--- src/rtl/pwg_pkg.sv ---
package pwg_pkg;
  localparam int STAT_W        = 8;
  localparam int STAT_FLAG_BIT = 6;
  localparam int STAT_REQ_BIT  = 7;

  // Alias codes map onto the taps of the codes they duplicate.
  localparam int ALIAS_A_CODE  = 1;
  localparam int ALIAS_A_TWIN  = 8;
  localparam int ALIAS_B_CODE  = 2;
  localparam int ALIAS_B_TWIN  = 9;
  localparam int CODE_TO_TAP   = 2;  // code c uses divider bit c-2

  // Divider bit used for a rate code. Code 0 is handled outside.
  function automatic int unsigned tap_of(input int unsigned code);
    int unsigned eff;
    if (code == ALIAS_A_CODE)      eff = ALIAS_A_TWIN;
    else if (code == ALIAS_B_CODE) eff = ALIAS_B_TWIN;
    else                           eff = code;
    if (eff < CODE_TO_TAP) return 0;
    return eff - CODE_TO_TAP;
  endfunction
endpackage

--- src/rtl/pwg_ref_sync.sv ---
module pwg_ref_sync #(
  parameter int STAGES = 2
) (
  input  logic clk,
  input  logic rst,
  input  logic ref_in,
  output logic ref_lvl,
  output logic ref_rise
);
  localparam int LAST = STAGES - 1;

  logic [STAGES-1:0] chain;
  logic              lvl_d;

  generate
    for (genvar s = 0; s < STAGES; s++) begin : g_stage
      if (s == 0) begin : g_first
        always_ff @(posedge clk) begin
          if (rst) chain[0] <= 1'b0;
          else     chain[0] <= ref_in;
        end
      end else begin : g_next
        always_ff @(posedge clk) begin
          if (rst) chain[s] <= 1'b0;
          else     chain[s] <= chain[s-1];
        end
      end
    end
  endgenerate

  always_ff @(posedge clk) begin
    if (rst) lvl_d <= 1'b0;
    else     lvl_d <= chain[LAST];
  end

  assign ref_lvl  = chain[LAST];
  assign ref_rise = chain[LAST] & ~lvl_d;
endmodule

--- src/rtl/pwg_divider.sv ---
module pwg_divider #(
  parameter int DIV_W  = 14,
  parameter int CODE_W = 4
) (
  input  logic              clk,
  input  logic              rst,
  input  logic              step,
  input  logic [CODE_W-1:0] rate_sel,
  output logic              tap
);
  import pwg_pkg::*;

  logic [DIV_W-1:0] cnt;
  int unsigned      idx;

  // The count never restarts on a code change; only reset clears it.
  always_ff @(posedge clk) begin
    if (rst)       cnt <= '0;
    else if (step) cnt <= cnt + 1'b1;
  end

  always_comb begin
    idx = tap_of(int'(rate_sel));
    tap = 1'b0;
    for (int k = 0; k < DIV_W; k++) begin
      if (idx == k) tap = cnt[k];
    end
  end
endmodule

--- src/rtl/pwg_flag.sv ---
module pwg_flag (
  input  logic clk,
  input  logic rst,
  input  logic tap,
  input  logic active,
  input  logic rd,
  input  logic ie,
  input  logic ovr,
  output logic flag,
  output logic req
);
  logic tap_d;
  logic rise;
  logic nxt;

  assign rise = tap & ~tap_d;
  // A set in the same cycle as a read wins, so no event is lost.
  assign nxt  = (rise & active) | (flag & ~rd);

  always_ff @(posedge clk) begin
    if (rst) begin
      tap_d <= 1'b0;
      flag  <= 1'b0;
      req   <= 1'b0;
    end else begin
      tap_d <= tap;
      flag  <= nxt;
      req   <= nxt & ie & ~ovr;
    end
  end
endmodule

--- src/rtl/rate_wave_gen.sv ---
module rate_wave_gen #(
  parameter int DIV_W     = 14,
  parameter int CODE_W    = 4,
  parameter int SYNC_STGS = 2
) (
  input  logic              clk,
  input  logic              rst,
  input  logic              ref_in,
  input  logic [CODE_W-1:0] rate_sel,
  input  logic              wave_en,
  input  logic              ref_ovr,
  input  logic              pflag_en,
  input  logic              stat_rd,
  output logic              wave_o,
  output logic [7:0]        stat_o,
  output logic              irq_o
);
  import pwg_pkg::*;

  logic ref_lvl, ref_rise, tap, rate_on, active, flag, req, wave_q;

  pwg_ref_sync #(.STAGES(SYNC_STGS)) u_sync (
    .clk(clk), .rst(rst), .ref_in(ref_in),
    .ref_lvl(ref_lvl), .ref_rise(ref_rise)
  );

  pwg_divider #(.DIV_W(DIV_W), .CODE_W(CODE_W)) u_div (
    .clk(clk), .rst(rst), .step(ref_rise), .rate_sel(rate_sel), .tap(tap)
  );

  assign rate_on = (rate_sel != '0);
  assign active  = rate_on & ~ref_ovr;

  pwg_flag u_flag (
    .clk(clk), .rst(rst), .tap(tap), .active(active), .rd(stat_rd),
    .ie(pflag_en), .ovr(ref_ovr), .flag(flag), .req(req)
  );

  always_ff @(posedge clk) begin
    if (rst)          wave_q <= 1'b0;
    else if (ref_ovr) wave_q <= ref_lvl;
    else              wave_q <= wave_en & rate_on & tap;
  end

  always_comb begin
    stat_o                = '0;
    stat_o[STAT_FLAG_BIT] = flag;
    stat_o[STAT_REQ_BIT]  = req;
  end

  assign wave_o = wave_q;
  assign irq_o  = req;
endmodule

--- config.mk ---
export PLATFORM = sky130hd
export DESIGN_NAME = rate_wave_gen
export DESIGN_NICKNAME = d
export VERILOG_FILES = /design/src/rtl/pwg_pkg.sv /design/src/rtl/pwg_ref_sync.sv /design/src/rtl/pwg_divider.sv /design/src/rtl/pwg_flag.sv /design/src/rtl/rate_wave_gen.sv
export SDC_FILE = /design/constraint.sdc
export NUM_CORES = 1
export LEC_CHECK = 0
export ABC_AREA = 0
export BUFFER_PORTS_ARGS = -buffer_cell sky130_fd_sc_hd__buf_2
export CORE_MARGIN = 2
export CORE_UTILIZATION = 55
export DETAILED_ROUTE_END_ITERATION = 7
export PLACE_DENSITY_LB_ADDON = 0.25
export SLEW_MARGIN = 20
export SYNTH_ARGS = -nofsm -noshare
export SYNTH_HDL_FRONTEND = slang
export SYNTH_SLANG_ARGS = --single-unit
--- constraint.sdc ---
create_clock -name clk -period 2.8 [get_ports clk]
set_clock_uncertainty 0.05 [all_clocks]
set_input_delay 0.14 -clock clk [delete_from_list [all_inputs] [get_ports clk]]
set_output_delay 0.14 -clock clk [all_outputs]
set_load 0.02 [all_outputs]
==> PnR_summary.wiki <==
{| class="wikitable"
! Metric !! Value
|-
| Worst endpoint data arrival time || 2.48 ns
|-
| Std cell rows || 17
|-
| GRT Resource Usage Total || 20.6%
|-
| Outcome || completed
|-
| Synthesis-stage register bit count || 21
|-
| Final layout net count || 189
|-
| Placer's final routability congestion estimate || 0.872
|-
| Starting density of the core || 58.7%
|-
| Worst Path Max Fanout || 13
|-
| Portion of total power attributed to combinational logic || 19.8%
|-
| Relative contribution of sequential cells to total power || 53.5%
|-
| Peak supply drop || 0.000338 V
|-
| Number of H-tree levels || 1
|-
| Global-route wire length before repair || 4.28 mm
|-
| Static leakage || 0.582 nW
|-
| Number of global-route vias before repair || 982
|-
| Number of library cell types mapped by synthesis || 45
|-
| Floorplan die height || 53.1 microns
|-
| Element type at the critical path start || input pin
|-
| Layout cell share with drive strength beyond 1 || 15.5%
|-
| Portion of the clock cycle consumed by the worst path in the final layout || 81.3%
|-
| Die outline area || 2820 sq um
|-
| Required time of the critical path || 3.01 ns
|-
| Worst Setup End Kind || flip-flop
|-
| CTS Sinks || 21
|-
| Final hold slack || 0.0148 ns
|-
| Number of vias after detailed routing || 1121
|-
| CTS tree || done
|-
| Final hold vios || 0
|-
| Psw || 0.173 mW
|-
| Fin. max-slew vios || 0
|-
| Total of endpoints with negative setup slack in the final report || 0
|-
| Net switching fraction of the power || 29.9%
|-
| Netlist area before placement || 1320 sq um
|-
| Setup TNS after final layout || 0 ns
|-
| Max-cap viol count || 0
|-
| Synth Area per Inst || 8.12 sq um
|-
| Clk_lat worst skew || 0.31 ns
|-
| YS warnings || 0
|-
| Antenna diode instance count || 0
|-
| Final Total Pwr || 0.577 mW
|-
| Most common cell after layout, fill and taps aside || dfxtp_1
|-
| Power per standard cell area || 408 nW/um^2
|-
| Part of the Yosys area used for sequential elements || 31.8%
|-
| Async set-reset flop share out of synthesis || 0%
|-
| Initial DRC Count || 24
|-
| Postcts setup bufs || 0
|-
| Global-route congestion overflow total || 0
|-
| Remaining design rule violation count || 0
|-
| Post-placement setup slack || 0.216 ns
|-
| Final design area excluding fillers || 1420 sq um
|-
| Largest net degree at the start of global routing || 22
|-
| Antenna violations before repair || 0
|-
| Achievable Freq || 439 MHz
|-
| Total clock buffers created by CTS || 3
|-
| Clk root buf || clkbuf_4
|-
| Count of buffers from port buffering || 14
|-
| Synthesized netlist cell count || 163
|-
| Average wire length per cell after detail routing || 12.8 microns
|-
| Internal power component || 0.404 mW
|-
| Hpwl dp || 1.92 mm
|-
| Top library cells by usage in the layout, fill and taps aside || dfxtp_1 (21), nor2_1 (19), nand2_1 (14), buf_2 (14), xor2_1 (12)
|-
| Antenna violation net count after detailed routing || 0
|-
| Count of flip-flops with a built-in enable after synthesis || 0
|-
| Total core area || 2250 sq um
|-
| Setup repair after global routing missed its margin || false
|-
| Worst Setup Slack, final || 0.523 ns
|-
| Synth-to-Final Area Change || 6.90%
|-
| Die width || 53.1 microns
|-
| Clock-pin slew reported for the worst setup and hold paths after clock tree synthesis || 0.12 ns
|-
| IO Pins || 21
|-
| Primary FF master, synth || dfxtp_1
|-
| Post-layout minimum cycle time || 2.28 ns
|-
| Kind of critical path || input pin to flip-flop
|-
| Length of the first detailed-routing pass in iterations || 4
|-
| Wirelength, routed || 2.58 mm
|-
| Clock group share of total power || 26.8%
|-
| Placed cell area || 1370 sq um
|-
| Number of vias per cell after detailed routing || 5.55
|-
| Min-delay worst type || input pin to flip-flop
|-
| Deepest clock path buffer count || 2
|}
[area by class of cell]
cell class	count	area [sq um]
fillers	210	840
repair buffers	17	97.6
clock inverters	1	7.51
multi-input cells	128	817
flip-flops and latches	21	420
well taps	28	35.0
inverters	4	15.0
clock buffers	3	22.5
[power by group through the flow]
stage                     clock network (mW)  logic [mW]  registers [mW]
after floorplan                            0      0.0931           0.316
after global placement                     0       0.108           0.315
after detailed placement                   0       0.111           0.315
after CTS                              0.160       0.113           0.309
after global routing                   0.175       0.126           0.309
final                                  0.154       0.114           0.309
[cell usage after synthesis, types with 4 or more instances]
| master | number | area [sq um] |
|---|---|---|
| and3_1 | 5 | 31.3 |
| buf_4 | 8 | 60.1 |
| dfxtp_1 | 21 | 420 |
| inv_1 | 4 | 15.0 |
| nand2_1 | 14 | 52.6 |
| nand3_1 | 6 | 30.0 |
| nand4_1 | 5 | 31.3 |
| nor2_1 | 19 | 71.3 |
| nor2b_1 | 7 | 43.8 |
| o21ai_0 | 7 | 35.0 |
| xor2_1 | 12 | 105 |
[logic make-up (layout without fill, tap and decap cells)]
group / after synthesis / in the layout / synth area share (%)
compound gates: 31 / 31 / 17.3
xor+xnor: 15 / 15 / 9.92
flops: 21 / 21 / 31.8
buf+inv: 19 / 25 / 7.94
mux: 2 / 2 / 1.51
fa+ha+maj: 3 / 3 / 2.84
simple gates: 71 / 71 / 28.5
other cells: 1 / 6 / 0.283
[final timing paths]
check,start,endpoint,slack (ns),cells after the start
max,rate_sel[3],u_flag.req$_SDFF_PP0_,0.52,12
min,pflag_en,u_flag.req$_SDFF_PP0_,0.01,3
max reg2reg,u_div.cnt[3]$_SDFFE_PP0P_,u_flag.req$_SDFF_PP0_,1.05,6
min reg2reg,u_sync.chain[0]$_SDFF_PP0_,u_sync.ref_lvl$_SDFF_PP0_,0.40,1
[routing by layer]
layer / routed length (microns) / track usage [%] / up-vias
li1: - / - / 586
met1: 1230 / 28.0 / 513
met2: 1230 / 33.1 / 22
met3: 115 / 5.93 / 0
met4: 0 / 2.56 / 0
met5: 0 / 0 / -
[flip-flops by register name, summed over array words and instances (netlist names)]
register        flops
u_sync.ref_lvl      1
u_sync.chain        1
u_flag.tap_d        1
u_flag.req          1
u_div.cnt          14
u_flag.flag         1
u_sync.lvl_d        1
wave_o              1
[worst max-delay path, cell delays in order]
cell and delay (ns):
buf_2 0.14, or2_4 0.22, o21ai_0 0.10, ha_1 0.20
ha_1 0.38, or4bb_1 0.54, nor3_1 0.16, nor3_1 0.07
a2bb2oi_1 0.15, o22ai_2 0.16, o21bai_2 0.09, a21oi_2 0.14
[through the flow]
stage	util, %	instances
after floorplan	-	168
after CTS	62.8	202
after global placement	60.5	196
after detailed placement	60.5	196
after global routing	62.8	202
final	62.8	202
[repair_timing]
| action | CTS | global route |
|---|---|---|
| endpoints found under the hold margin | 3 | 0 |
| hold buffers | 2 | 0 |
| gates resized for setup | 0 | 0 |
Note: power is estimated with default switching activity, not from simulation.
